**config.mk**
```make
export PLATFORM = sky130hd
export DESIGN_NAME = fetch_guard
export DESIGN_NICKNAME = d
export VERILOG_FILES = /design/src/rtl/fg_pkg.sv /design/src/rtl/fg_datapath.sv /design/src/rtl/fg_control.sv /design/src/rtl/fetch_guard.sv
export SDC_FILE = /design/constraint.sdc
export NUM_CORES = 1
export LEC_CHECK = 0
export CAP_MARGIN = 25
export CELL_PAD_IN_SITES_DETAIL_PLACEMENT = 0
export CELL_PAD_IN_SITES_GLOBAL_PLACEMENT = 1
export CORE_MARGIN = 4
export CORE_UTILIZATION = 26
export DETAILED_ROUTE_END_ITERATION = 12
export PLACE_DENSITY = 0.88
export SYNTH_ARGS = -nofsm -noshare
export SYNTH_HDL_FRONTEND = slang
export SYNTH_SLANG_ARGS = --single-unit
```
**constraint.sdc**
```tcl
create_clock -name clk -period 2.3 [get_ports clk]
set_input_delay 0.69 -clock clk [delete_from_list [all_inputs] [get_ports clk]]
set_output_delay 0.69 -clock clk [all_outputs]
set_load 0.03 [all_outputs]
```
**src/rtl/fg_pkg.sv**
```systemverilog
package fg_pkg;

  // Violation codes; the numeric values are visible at the vcode port.
  typedef enum logic [1:0] {
    VC_NONE    = 2'd0,
    VC_ARCHIVE = 2'd1,
    VC_RAM     = 2'd2,
    VC_FLASH   = 2'd3
  } vcodeE;

  // Region decode results handed from the datapath to the control.
  typedef struct packed {
    logic inArch;      // inside first-generation forbidden window
    logic evenAddr;    // fetch address bit 0 is clear
    logic ramPageHit;  // low RAM fetch on an execute-disabled page
    logic ramHighHit;  // high RAM fetch with high RAM execute-disabled
    logic flashHit;    // flash fetch at or above the execute boundary
  } regionT;

  // Strobes from the control back to the datapath output stage.
  typedef struct packed {
    logic  fire;
    vcodeE code;
  } strobeT;

  // Fixed address-map anchors.
  localparam logic [23:0] ARCH_BASE  = 24'h390000;
  localparam logic [23:0] ARCH_TOP   = 24'h3FFFFF;
  localparam logic [23:0] HIRAM_TOP  = 24'h1FFFFF;
  localparam logic [23:0] FLASH_LO   = 24'h210000;
  localparam int          BANK_SH    = 16;  // 64 KB step
  localparam int          PAGE_SH    = 12;  // 4 KB page

endpackage

```
**src/rtl/fg_datapath.sv**
```systemverilog
module fg_datapath
  import fg_pkg::*;
#(
  parameter int ADDR_W     = 24,
  parameter int LIMIT_W    = 3,
  parameter int ROM_W      = 6,
  parameter int BOUND_W    = 8,
  parameter int PAGES      = 64,
  parameter int FLASH_BASE = 0
) (
  input  logic               clk,
  input  logic               rstN,
  input  logic [ADDR_W-1:0]  fetchAddr,
  input  logic [LIMIT_W-1:0] archLimit,
  input  logic [ROM_W-1:0]   romBanks,
  input  logic [PAGES-1:0]   pageXd,
  input  logic               hiRamXd,
  input  logic [BOUND_W-1:0] flashBound,
  input  strobeT             stb,
  output regionT             region,
  output logic               freeze,
  output logic [1:0]         vcode
);

  // Wide compare width so that sums never wrap.
  localparam int CW         = ADDR_W + 3;
  localparam int PAGE_IDX_W = (PAGES > 1) ? $clog2(PAGES) : 1;
  localparam logic [CW-1:0] LOW_RAM_END = CW'(PAGES) << PAGE_SH;

  logic [CW-1:0] addrW;
  logic [CW-1:0] archLo;
  logic [CW-1:0] flashHi;
  logic [CW-1:0] flashThr;
  logic [PAGE_IDX_W-1:0] pageIdx;
  logic          pageBit;

  assign addrW    = CW'(fetchAddr);
  assign archLo   = CW'(ARCH_BASE) + (CW'(archLimit) << BANK_SH);
  assign flashHi  = CW'(HIRAM_TOP) + (CW'(romBanks) << BANK_SH);
  assign flashThr = CW'(FLASH_LO) + CW'(FLASH_BASE) + (CW'(flashBound) << BANK_SH);
  assign pageIdx  = fetchAddr[PAGE_SH +: PAGE_IDX_W];

  // Page bit select; a single page needs no index.
  generate
    if (PAGES > 1) begin : gMultiPage
      assign pageBit = pageXd[pageIdx];
    end else begin : gOnePage
      assign pageBit = pageXd[0];
    end
  endgenerate

  logic inLowRam;
  logic inHighRam;
  logic inFlash;

  always_comb begin
    inLowRam  = addrW < LOW_RAM_END;
    inHighRam = !inLowRam && (addrW <= CW'(HIRAM_TOP));
    inFlash   = (addrW >= CW'(FLASH_LO)) && (addrW <= flashHi);

    region.inArch     = (addrW >= archLo) && (addrW <= CW'(ARCH_TOP));
    region.evenAddr   = !fetchAddr[0];
    region.ramPageHit = inLowRam && pageBit;
    region.ramHighHit = inHighRam && hiRamXd;
    region.flashHit   = inFlash && (addrW >= flashThr);
  end

  // Output register: pulse for one cycle per violating fetch.
  always_ff @(posedge clk or negedge rstN) begin
    if (!rstN) begin
      freeze <= 1'b0;
      vcode  <= VC_NONE;
    end else if (stb.fire) begin
      freeze <= 1'b1;
      vcode  <= stb.code;
    end else begin
      freeze <= 1'b0;
      vcode  <= VC_NONE;
    end
  end

endmodule

```
**src/rtl/fg_control.sv**
```systemverilog
module fg_control
  import fg_pkg::*;
#(
  parameter int STRIKES = 4
) (
  input  logic   clk,
  input  logic   rstN,
  input  logic   fetchValid,
  input  logic   genSel,
  input  regionT region,
  output strobeT stb
);

  localparam int CNT_W = $clog2(STRIKES + 1);
  localparam logic [CNT_W-1:0] CNT_MAX = CNT_W'(STRIKES);

  logic [CNT_W-1:0] crashCnt;
  logic [CNT_W-1:0] cntNext;
  logic             archStep;
  logic             gen2Step;

  always_comb begin
    archStep = fetchValid && !genSel && region.inArch;
    gen2Step = fetchValid && genSel;

    cntNext = crashCnt;
    if (archStep && region.evenAddr && (crashCnt != CNT_MAX))
      cntNext = crashCnt + 1'b1;

    stb.fire = 1'b0;
    stb.code = VC_NONE;
    if (archStep && (cntNext == CNT_MAX)) begin
      stb.fire = 1'b1;
      stb.code = VC_ARCHIVE;
    end else if (gen2Step && (region.ramPageHit || region.ramHighHit)) begin
      stb.fire = 1'b1;
      stb.code = VC_RAM;
    end else if (gen2Step && region.flashHit) begin
      stb.fire = 1'b1;
      stb.code = VC_FLASH;
    end
  end

  // Strike counter: saturates, cleared only by reset.
  always_ff @(posedge clk or negedge rstN) begin
    if (!rstN) crashCnt <= '0;
    else       crashCnt <= cntNext;
  end

endmodule

```
**src/rtl/fetch_guard.sv**
```systemverilog
module fetch_guard
  import fg_pkg::*;
#(
  parameter int ADDR_W     = 24,
  parameter int LIMIT_W    = 3,
  parameter int ROM_W      = 6,
  parameter int BOUND_W    = 8,
  parameter int PAGES      = 64,
  parameter int FLASH_BASE = 0,
  parameter int STRIKES    = 4
) (
  input  logic               clk,
  input  logic               rstN,
  input  logic               genSel,
  input  logic               fetchValid,
  input  logic [ADDR_W-1:0]  fetchAddr,
  input  logic [LIMIT_W-1:0] archLimit,
  input  logic [ROM_W-1:0]   romBanks,
  input  logic [PAGES-1:0]   pageXd,
  input  logic               hiRamXd,
  input  logic [BOUND_W-1:0] flashBound,
  output logic               freeze,
  output logic [1:0]         vcode
);

  regionT region;
  strobeT stb;

  fg_datapath #(
    .ADDR_W(ADDR_W), .LIMIT_W(LIMIT_W), .ROM_W(ROM_W),
    .BOUND_W(BOUND_W), .PAGES(PAGES), .FLASH_BASE(FLASH_BASE)
  ) uDp (
    .clk(clk), .rstN(rstN), .fetchAddr(fetchAddr), .archLimit(archLimit),
    .romBanks(romBanks), .pageXd(pageXd), .hiRamXd(hiRamXd),
    .flashBound(flashBound), .stb(stb), .region(region),
    .freeze(freeze), .vcode(vcode)
  );

  fg_control #(.STRIKES(STRIKES)) uCtl (
    .clk(clk), .rstN(rstN), .fetchValid(fetchValid), .genSel(genSel),
    .region(region), .stb(stb)
  );

endmodule

```
======== Word level (Yosys, flattened, before mapping) ========
Index checks and enable logic that the tools add are counted.
cells by class
  order comparisons ....................... 8
  add/sub/neg operators ................... 4
  mux-type cells .......................... 8
  reduce and logical (&&, ||, !) cells .... 18
  eq/ne operators ......................... 2
operators with widths
  kind                                                                 count
  greater-or-equal comparator 24 x 27 -> 1 bit                         2
  less-or-equal comparator 24 x 27 -> 1 bit                            1
  adder 22 x 24 -> 25 bit, first input constant                        1
  greater-or-equal comparator 24 x 22 -> 1 bit, second input constant  1
  less-or-equal comparator 24 x 21 -> 1 bit, second input constant     1
  less-or-equal comparator 24 x 22 -> 1 bit, second input constant     1
  less-than comparator 24 x 19 -> 1 bit, second input constant         1
  adder 21 x 22 -> 23 bit, first input constant                        1
  adder 22 x 19 -> 23 bit, first input constant                        1
  logical AND 1 bit                                                    14
  2-to-1 mux 3 bit                                                     4
  less-than comparator 6 x 7 -> 1 bit, second input constant           1
  binary-select mux 1 bit (select 6 bit)                               1
  adder 3 x 1 -> 3 bit, second input constant                          1
  equality test 3 bit, second input constant                           1
  zero test 1 bit                                                      3
  inequality test 3 bit, second input constant                         1
  2-to-1 mux 1 bit                                                     2
  2-to-1 mux 2 bit                                                     1
  logical OR 1 bit                                                     1
storage, ports and cells
  flip-flop bits (word level) ............. 6
  input bits .............................. 110
  word-level logic and storage cells ...... 43

======== Logic depth before layout (Yosys ltp) ========
Gate-level depths: netlist (run 1).
  depth after elaboration ................. 11
  mapped depth ............................ 12

======== Hierarchy ========
Synthesis (run 1) repeated with hierarchy kept, for this count alone.
unflattened totals
  cells, all modules ...................... 194
  area total of the unflattened synthesis .. 1751.7 um^2
modules (own cells, without submodules)
  module       times used  cells an instance  area an instance (um^2)
  fg_datapath  1           168                1500.2
  fg_control   1           26                 251.5

======== Least setup slack after synthesis (run 1) ========
Ideal clock, no wire load.
  path kind ............................... input-to-reg
  from .................................... input archLimit[0]
  to ...................................... register uCtl.crashCnt[1]
  arrival time ............................ 2413 ps
  slack ................................... -238 ps
  cell stages on the path ................. 10
  data required time ...................... 2175 ps
  cells stage by stage .................... ha_1 -> ha_1 -> inv_1 -> ha_1 -> nand3_1 -> nor3_2 -> nor3_1 -> o41ai_4 -> nand3_2 -> mux2_4
on the way
  cells in the longest elaborated chain, start to end .. 7
RTL lines
  what                                          RTL line           text
  start: declaration                            fetch_guard.sv:17  input logic [LIMIT_W-1:0] archLimit,
  adder 22 x 19 -> 23 bit                       fg_datapath.sv:38  assign archLo = CW'(ARCH_BASE) + (CW'(archLimit) << BANK_SH);
  greater-or-equal comparator 24 x 27 -> 1 bit  fg_datapath.sv:61  region.inArch = (addrW >= archLo) && (addrW <= CW'(ARCH_TOP));
  logical AND 1 bit                             fg_datapath.sv:61
  logical AND 1 bit                             fg_control.sv:23   archStep = fetchValid && !genSel && region.inArch;
  logical AND 1 bit (2 in a row)                fg_control.sv:27   if (archStep && region.evenAddr && (crashCnt != CNT_MAX))
  2-to-1 mux 3 bit                              fg_control.sv:27
  net uCtl.cntNext[1]                           fg_control.sv:18   logic [CNT_W-1:0] cntNext;
  end signal: assignment                        fg_control.sv:47   else crashCnt <= cntNext;
  end: declaration                              fg_control.sv:17   logic [CNT_W-1:0] crashCnt;
The timed path passes the listed nets, and every way through them passes these cells.

======== Final worst setup path (run 1) ========
  from .................................... input archLimit[1]
  to ...................................... register uCtl.crashCnt[1]
The elaborated chain is that of the path after synthesis.

==> results of run 1 <==
-- power by group --
group	switching, W	total, W	internal, W
Combinational	0.000269	0.000662	0.000393
Clock	0.0000463	0.000159	0.000113
Sequential	0.0000247	0.000153	0.000128
Total	0.000340	0.000974	0.000634
-- final cells by class --
type                       instances  area, µm²
clock buffer                       3       41.3
multi-input combinational        167       1770
timing repair buffer             156       1480
sequential                         6        150
inverter                          15       63.8
fill                             581       2830
tap                               77       96.3
-- cell usage in the layout (no fill, tap or decap), types with 4 or more instances in the layout --
cell type	count
a21oi_1	5
buf_2	4
buf_4	37
buf_6	12
clkbuf_2	4
clkdlybuf4s50_1	74
dfrtp_1	6
dlygate4sd2_1	8
dlymetal6s2s_1	14
ha_1	21
ha_4	7
inv_1	11
mux2i_1	14
mux4_2	10
nand2_1	7
nand3_2	4
nand4_1	8
nor2_1	5
nor2b_1	4
nor3_1	5
o21ai_0	5
xnor2_1	5
xor2_1	6
-- final timing paths --
kind | to | slack [ns] | cells past startpoint
min in group asynchronous | uCtl.crashCnt[2]$_DFF_PN0_ | 0.72 | 1
max reg2reg | uDp.vcode[0]$_DFF_PN0_ | 0.50 | 8
min reg2reg | uCtl.crashCnt[0]$_DFF_PN0_ | 0.52 | 1
min | uCtl.crashCnt[0]$_DFF_PN0_ | 0.52 | 1
max | uCtl.crashCnt[1]$_DFF_PN0_ | -0.16 | 11
max in group asynchronous | uDp.vcode[0]$_DFF_PN0_ | 1.36 | 1
-- cell families after synthesis --
| group | count (synthesis) | share of synthesized area |
|---|---|---|
| flops | 6 | 0.0865 |
| simple gates | 60 | 0.195 |
| xor+xnor | 12 | 0.0605 |
| mux | 28 | 0.238 |
| buf+inv | 20 | 0.0461 |
| compound gates | 39 | 0.171 |
| fa+ha+maj | 28 | 0.202 |
-- state kept, by name, summed over array words and instances (netlist names) --
name / cells
uDp.freeze: 1
uDp.vcode: 2
uCtl.crashCnt: 3
-- metrics by stage --
step	cell area, µm²	utilization
finish	3600	0.560
global route	3600	0.560
CTS	3440	0.536
detailed placement	3310	0.515
global placement	3310	0.515
floorplan	1830	-
-- metal layers --
layer	up-vias	share of wire
met5	-	0
met4	0	0.014
met3	8	0.094
met2	99	0.51
met1	1000	0.38
li1	1076	-
-- timing repair --
| action | CTS | global route |
|---|---|---|
| gates resized for setup | 80 | 50 |
| pin swaps | 33 | 31 |
| setup buffers | 4 | 1 |
| setup endpoints to repair | 6 | 6 |
| hold buffers | 0 | 0 |
==> results by group, run 1 <==
Worst setup path
  • Critical Path Fanout Max: 2
  • Arrival @ worst endpoint: roughly 2.6 ns
  • CP Launch Point: archLimit[1]
  • Slowest stage delay, CP: between 0.3 and 0.4 ns
  • CP startpoint kind: input port
  • Worst Setup Path Type: input port to register
  • Required time worst endpoint: 2.41 ns
  • Most common cell on crit path: ha_4
  • Buf/Inv on CP: 2
  • Family with the most delay on the worst path: adder cells
  • Worst flop-to-flop path startpoint: uCtl.crashCnt[0]$_DFF_PN0_
  • CP endpoint kind: register
  • CP max-delay cell: mux2_4
  • Crit-path cells: buf_2 -> ha_4 -> ha_4 -> inv_2 -> ha_4 -> nand3_4 -> nor3_4 -> nor3_2 -> o41ai_4 -> nand3_2 -> mux2_4

Route
  • Antenna-violating nets left: 0
  • Post-Route WL: 6690 µm
  • DR WL/cell: 15.8 µm
  • Vias/cell: 5.15
  • DRC: 0
  • Initial DRC count: 51
  • Via count: about 2,200
  • DR pass1 iterations: 4

Clock network
  • Number of H-tree levels: 1
  • Root Driver: clkbuf_8
  • CTS tree: yes
  • Num CTS Buffers: 3
  • Sink Count: 6
  • Clock Pin Slew Worst Setup and Hold Paths: 0.04 ns
  • Clock buffer depth: 2
  • Clock Latency Late Sink: 0.22 ns

Placement
  • Cell count after placement: 416
  • Routability cong.: ~0.84
  • # port buffers: between 100 and 150
  • Pre-CTS WS: -0.795 ns
  • HPWL Detailed: 5820 µm

Synth
  • Count leader, synth: ha_1
  • Cells after synthesis: 193
  • Count of cell types in the netlist: 47
  • Synth top cells by count: ha_1 (28), inv_1 (15), mux2i_1 (14)
  • EDFF count, synth: 0
  • Avg Inst Size Synth: 9.00 µm²
  • Yosys reg bits: 6
  • Most used DFF post-synth: dfrtp_1
  • Share of the synthesized area in the top cell type: 0.202
  • Register area share after synthesis: 0.0865
  • Synth async-reset ratio: 1.00
  • Synthesized area: 0.00174 mm²
  • Synth warn: 0
  • Post-Syn Nets: 331
  • Largest area contributor in the netlist: ha_1
  • Area contributors post-synth: ha_1 (20%), mux4_2 (13%), dfrtp_1 (8.6%)

Pwr
  • P per Cell Area: 271 mW/mm²
  • Overall Power: 0.000974 W
  • LEAKAGE: 1.61 nW
  • VDD IR max: 0.175 mV

GRT
  • Tot GR Track Use: 0.162
  • Top Usage Layer GRT: met2
  • M1 GR Usage: 0.173
  • Met2 Usage GRT: 0.308
  • Initial antenna violation count: 0
  • Total congestion overflow: 0
  • Global-route wire length before repair: ~11,000 µm
  • M3 GR Usage: 0.0534
  • Vias in the first global route: between 2,000 and 2,500
  • Pin count of the biggest net entering global routing: 14

Timing
  • Smallest hold slack: 0.519 ns
  • Fin crit share: 1.07
  • Final Setup Violations: 5
  • Setup ws final: -0.158 ns
  • Slew margin rel.: 0.646
  • Clk_skew: 0.00258 ns
  • Final worst path period need: 2.46 ns
  • Fmax: around 0.41 GHz
  • Unrepaired setup endpoints after global routing: true
  • Max-slew violation count: 0
  • Slew @ Worst Pin: 0.524 ns
  • Final hold violations: 0
  • Setup TNS: -0.553 ns

Floorplan
  • Initial core utilization: 0.270
  • Core outline area: roughly 0.0064 mm²
  • I/O pin count: 113
  • Die Span X: 89.7 µm
  • Num rows: 29
  • Die area: 0.00805 mm²
  • Die height: between 80 and 90 µm

Layout
  • Layout area overhead: 107%
  • ANT cells: 0
  • Layout cells sized above 1: 0.329
  • Fin nets: a little under 500
  • Fin cells: around 420

Run status
  • Violated checks: setup timing
  • Status: complete, but fails checks

Hold path
  • Worst hold start: uCtl.crashCnt[0]$_DFF_PN0_
  • Type of the tightest min-delay check: register to register

Flow run
  • Max-Cap Viols: 0
No activity file was read; power rests on OpenSTA's default activity.
==> run 2, diff against run 1 <==
Settings changed: PLACE_DENSITY 0.88 to 0.91, SLEW_MARGIN set to 0, SYNTH_HIERARCHICAL set to 1.
==> run 2 against run 1 <==
The flow still finishes with violations (setup timing). Synthesized cell count rose by 0.52%. Maximum frequency decreased by 11%. Flip-flop and latch count is the same.
==> results by group, run 2 <==
Run status
  • Status: complete, but fails checks
  • Violated checks: setup timing

Placement
  • Post-DP Area: 0.00331 mm²
  • # port buffers: 112
  • Pre-CTS WS: -1.14 ns
  • Routability cong.: 0.824
  • Cell count after placement: 416
  • HPWL Detailed: 5570 µm

Route
  • Antenna-violating nets left: 0
  • DRC: 0
  • Post-Route WL: between 6000 and 7000 µm
  • Vias/cell: 5.11
  • Via count: 2,222
  • Initial DRC count: 56
  • DR pass1 iterations: 4
  • DR WL/cell: between 15 and 20 µm

Layout
  • Regs by FF count: uCtl/crashCnt (3), uDp/vcode (2), uDp/freeze (1)
  • Commonest non-fill, non-tap cells in the layout: clkdlybuf4s50_1 (61), buf_4 (44), dlymetal6s2s_1 (25)
  • Reg with most FFs: uCtl/crashCnt
  • Layout area overhead: 117%
  • Fin nets: 498
  • Finished Cell Area: roughly 0.0038 mm²
  • Fin cells: 435
  • Filler cells: 569
  • Layout cells sized above 1: 0.363
  • ANT cells: 0
  • Most common cell after layout, fill and taps aside: clkdlybuf4s50_1
  • Max reg flops: 3

Synth
  • Largest area contributor in the netlist: ha_1
  • EDFF count, synth: 0
  • Synth async-reset ratio: 1.00
  • Area contributors post-synth: ha_1 (20%), mux4_2 (18%), dfrtp_1 (8.6%)
  • Avg Inst Size Synth: between 9 and 10 µm²
  • Cells after synthesis: 194
  • Synthesized area: 0.00175 mm²
  • Register area share after synthesis: 0.0857
  • Share of the synthesized area in the top cell type: 0.200
  • Synth top cells by count: ha_1 (28), inv_1 (15), mux4_2 (14)
  • Count of cell types in the netlist: 44
  • Most used DFF post-synth: dfrtp_1
  • Post-Syn Nets: roughly 330
  • Synth warn: 6
  • Yosys reg bits: 6
  • Count leader, synth: ha_1

Flow run
  • Max-Cap Viols: 0

Timing
  • Clk_skew: 0.00220 ns
  • Final Setup Violations: 6
  • Slew @ Worst Pin: about 0.31 ns
  • Slew margin rel.: 0.792
  • Max-slew violation count: 0
  • Fmax: 0.361 GHz
  • Unrepaired setup endpoints after global routing: true
  • Setup ws final: -0.469 ns
  • Final worst path period need: 2.77 ns
  • Fin crit share: 1.20
  • Final hold violations: 0
  • Smallest hold slack: 0.536 ns

Floorplan
  • Die Span X: 90.1 µm
  • I/O pin count: 113
  • Initial core utilization: 0.271
  • Num rows: 29
  • Die area: 0.00811 mm²
  • Die height: 90.1 µm
  • Core outline area: 0.00646 mm²

Clock network
  • Clock Pin Slew Worst Setup and Hold Paths: 0.04 ns
  • Clock Latency Late Sink: between 0.2 and 0.25 ns
  • Num CTS Buffers: 3
  • Root Driver: clkbuf_8
  • Clock buffer depth: 2
  • Sink Count: 6
  • Number of H-tree levels: 1
  • CTS tree: yes
  • Hold-fix buffers, CTS: 0

GRT
  • Global-route wire length before repair: 10,400 µm
  • Pin count of the biggest net entering global routing: 15
  • Initial antenna violation count: 0
  • Vias in the first global route: 2,389
  • Total congestion overflow: 0
  • Tot GR Track Use: 0.152

Pwr
  • P per Cell Area: 260 mW/mm²
  • VDD IR max: 0.150 mV
  • LEAKAGE: 1.81 nW

Worst setup path
  • Required time worst endpoint: 2.41 ns
  • Arrival @ worst endpoint: roughly 2.9 ns
  • Worst Setup Path Type: input port to register
  • CP startpoint kind: input port
  • Critical Path Fanout Max: 3
  • CP endpoint kind: register

Hold path
  • Type of the tightest min-delay check: register to register
run 2: logic make-up after synthesis:
group / after synthesis / synth area share
compound gates: 41 / 0.155
fa+ha+maj: 28 / 0.200
flops: 6 / 0.0857
xor+xnor: 12 / 0.0600
mux: 22 / 0.230
buf+inv: 21 / 0.0579
simple gates: 64 / 0.211
run 2: worst paths after layout:
path                            slack [ns]                    endpoint                  startpoint  cells past startpoint
worst min register to register        0.54  uCtl/crashCnt[2]$_DFF_PN0_  uCtl/crashCnt[2]$_DFF_PN0_                      1
worst max register to register        0.79      uDp/vcode[1]$_DFF_PN0_  uCtl/crashCnt[0]$_DFF_PN0_                      6
worst min-delay path                  0.54  uCtl/crashCnt[2]$_DFF_PN0_  uCtl/crashCnt[2]$_DFF_PN0_                      1
max in group asynchronous             1.39      uDp/vcode[1]$_DFF_PN0_                        rstN                      1
min in group asynchronous             0.71  uCtl/crashCnt[1]$_DFF_PN0_                        rstN                      1
worst max-delay path                 -0.47      uDp/vcode[1]$_DFF_PN0_               flashBound[1]                     13
run 2: timing repair:
action	in CTS	in global routing
resized for setup	90	62
cloned	0	1
setup buffers	8	7
endpoints found under the setup margin	6	6
pin swaps	39	39
run 2: power breakdown:
| group | internal (W) | switching, W |
|---|---|---|
| Sequential | 0.000123 | 0.0000290 |
| Combinational | 0.000418 | 0.000261 |
| Clock | 0.000112 | 0.0000432 |
| Total | 0.000653 | 0.000333 |
run 2: layout make-up:
type	count	area, µm²	area share
tap	77	96.3	0.0254
multi-input combinational	167	1790	0.472
timing repair buffer	167	1660	0.437
inverter	15	56.3	0.0148
sequential	6	150	0.0395
clock buffer	3	41.3	0.0109
run 2: routing by layer:
metal,GRT usage,wire length (µm),up-vias
met5,0,0,-
met4,0.0293,112,0
met3,0.0367,461,12
met2,0.296,3620,94
met1,0.164,2600,1023
li1,-,-,1093
run 2: critical path: stages:
cell	delay (ns)
buf_8	0.10
ha_4	0.17
buf_4	0.14
xnor2_2	0.14
ha_1	0.34
a21oi_1	0.17
nor2_1	0.07
o21ai_1	0.12
o311ai_1	0.12
o211a_1	0.16
o311a_4	0.31
nand3b_1	0.18
and2_1	0.17
run 2: per-stage QoR:
stage          TNS [ns]  utilization  power, W
2_1_floorplan     -1.40            -  0.000418
3_3_place_gp      -5.65        0.513  0.000725
3_5_place_dp      -5.84        0.513  0.000745
4_1_cts           -2.17        0.546  0.000939
5_1_grt           -2.44        0.588   0.00106
6_report          -1.86        0.588  0.000986
==> run 3, diff against run 2 <==
Settings changed: GPL_ROUTABILITY_DRIVEN set to 0.
==> results of run 3 <==
The final DEF is identical to that of run 2; final timing and power are the same.
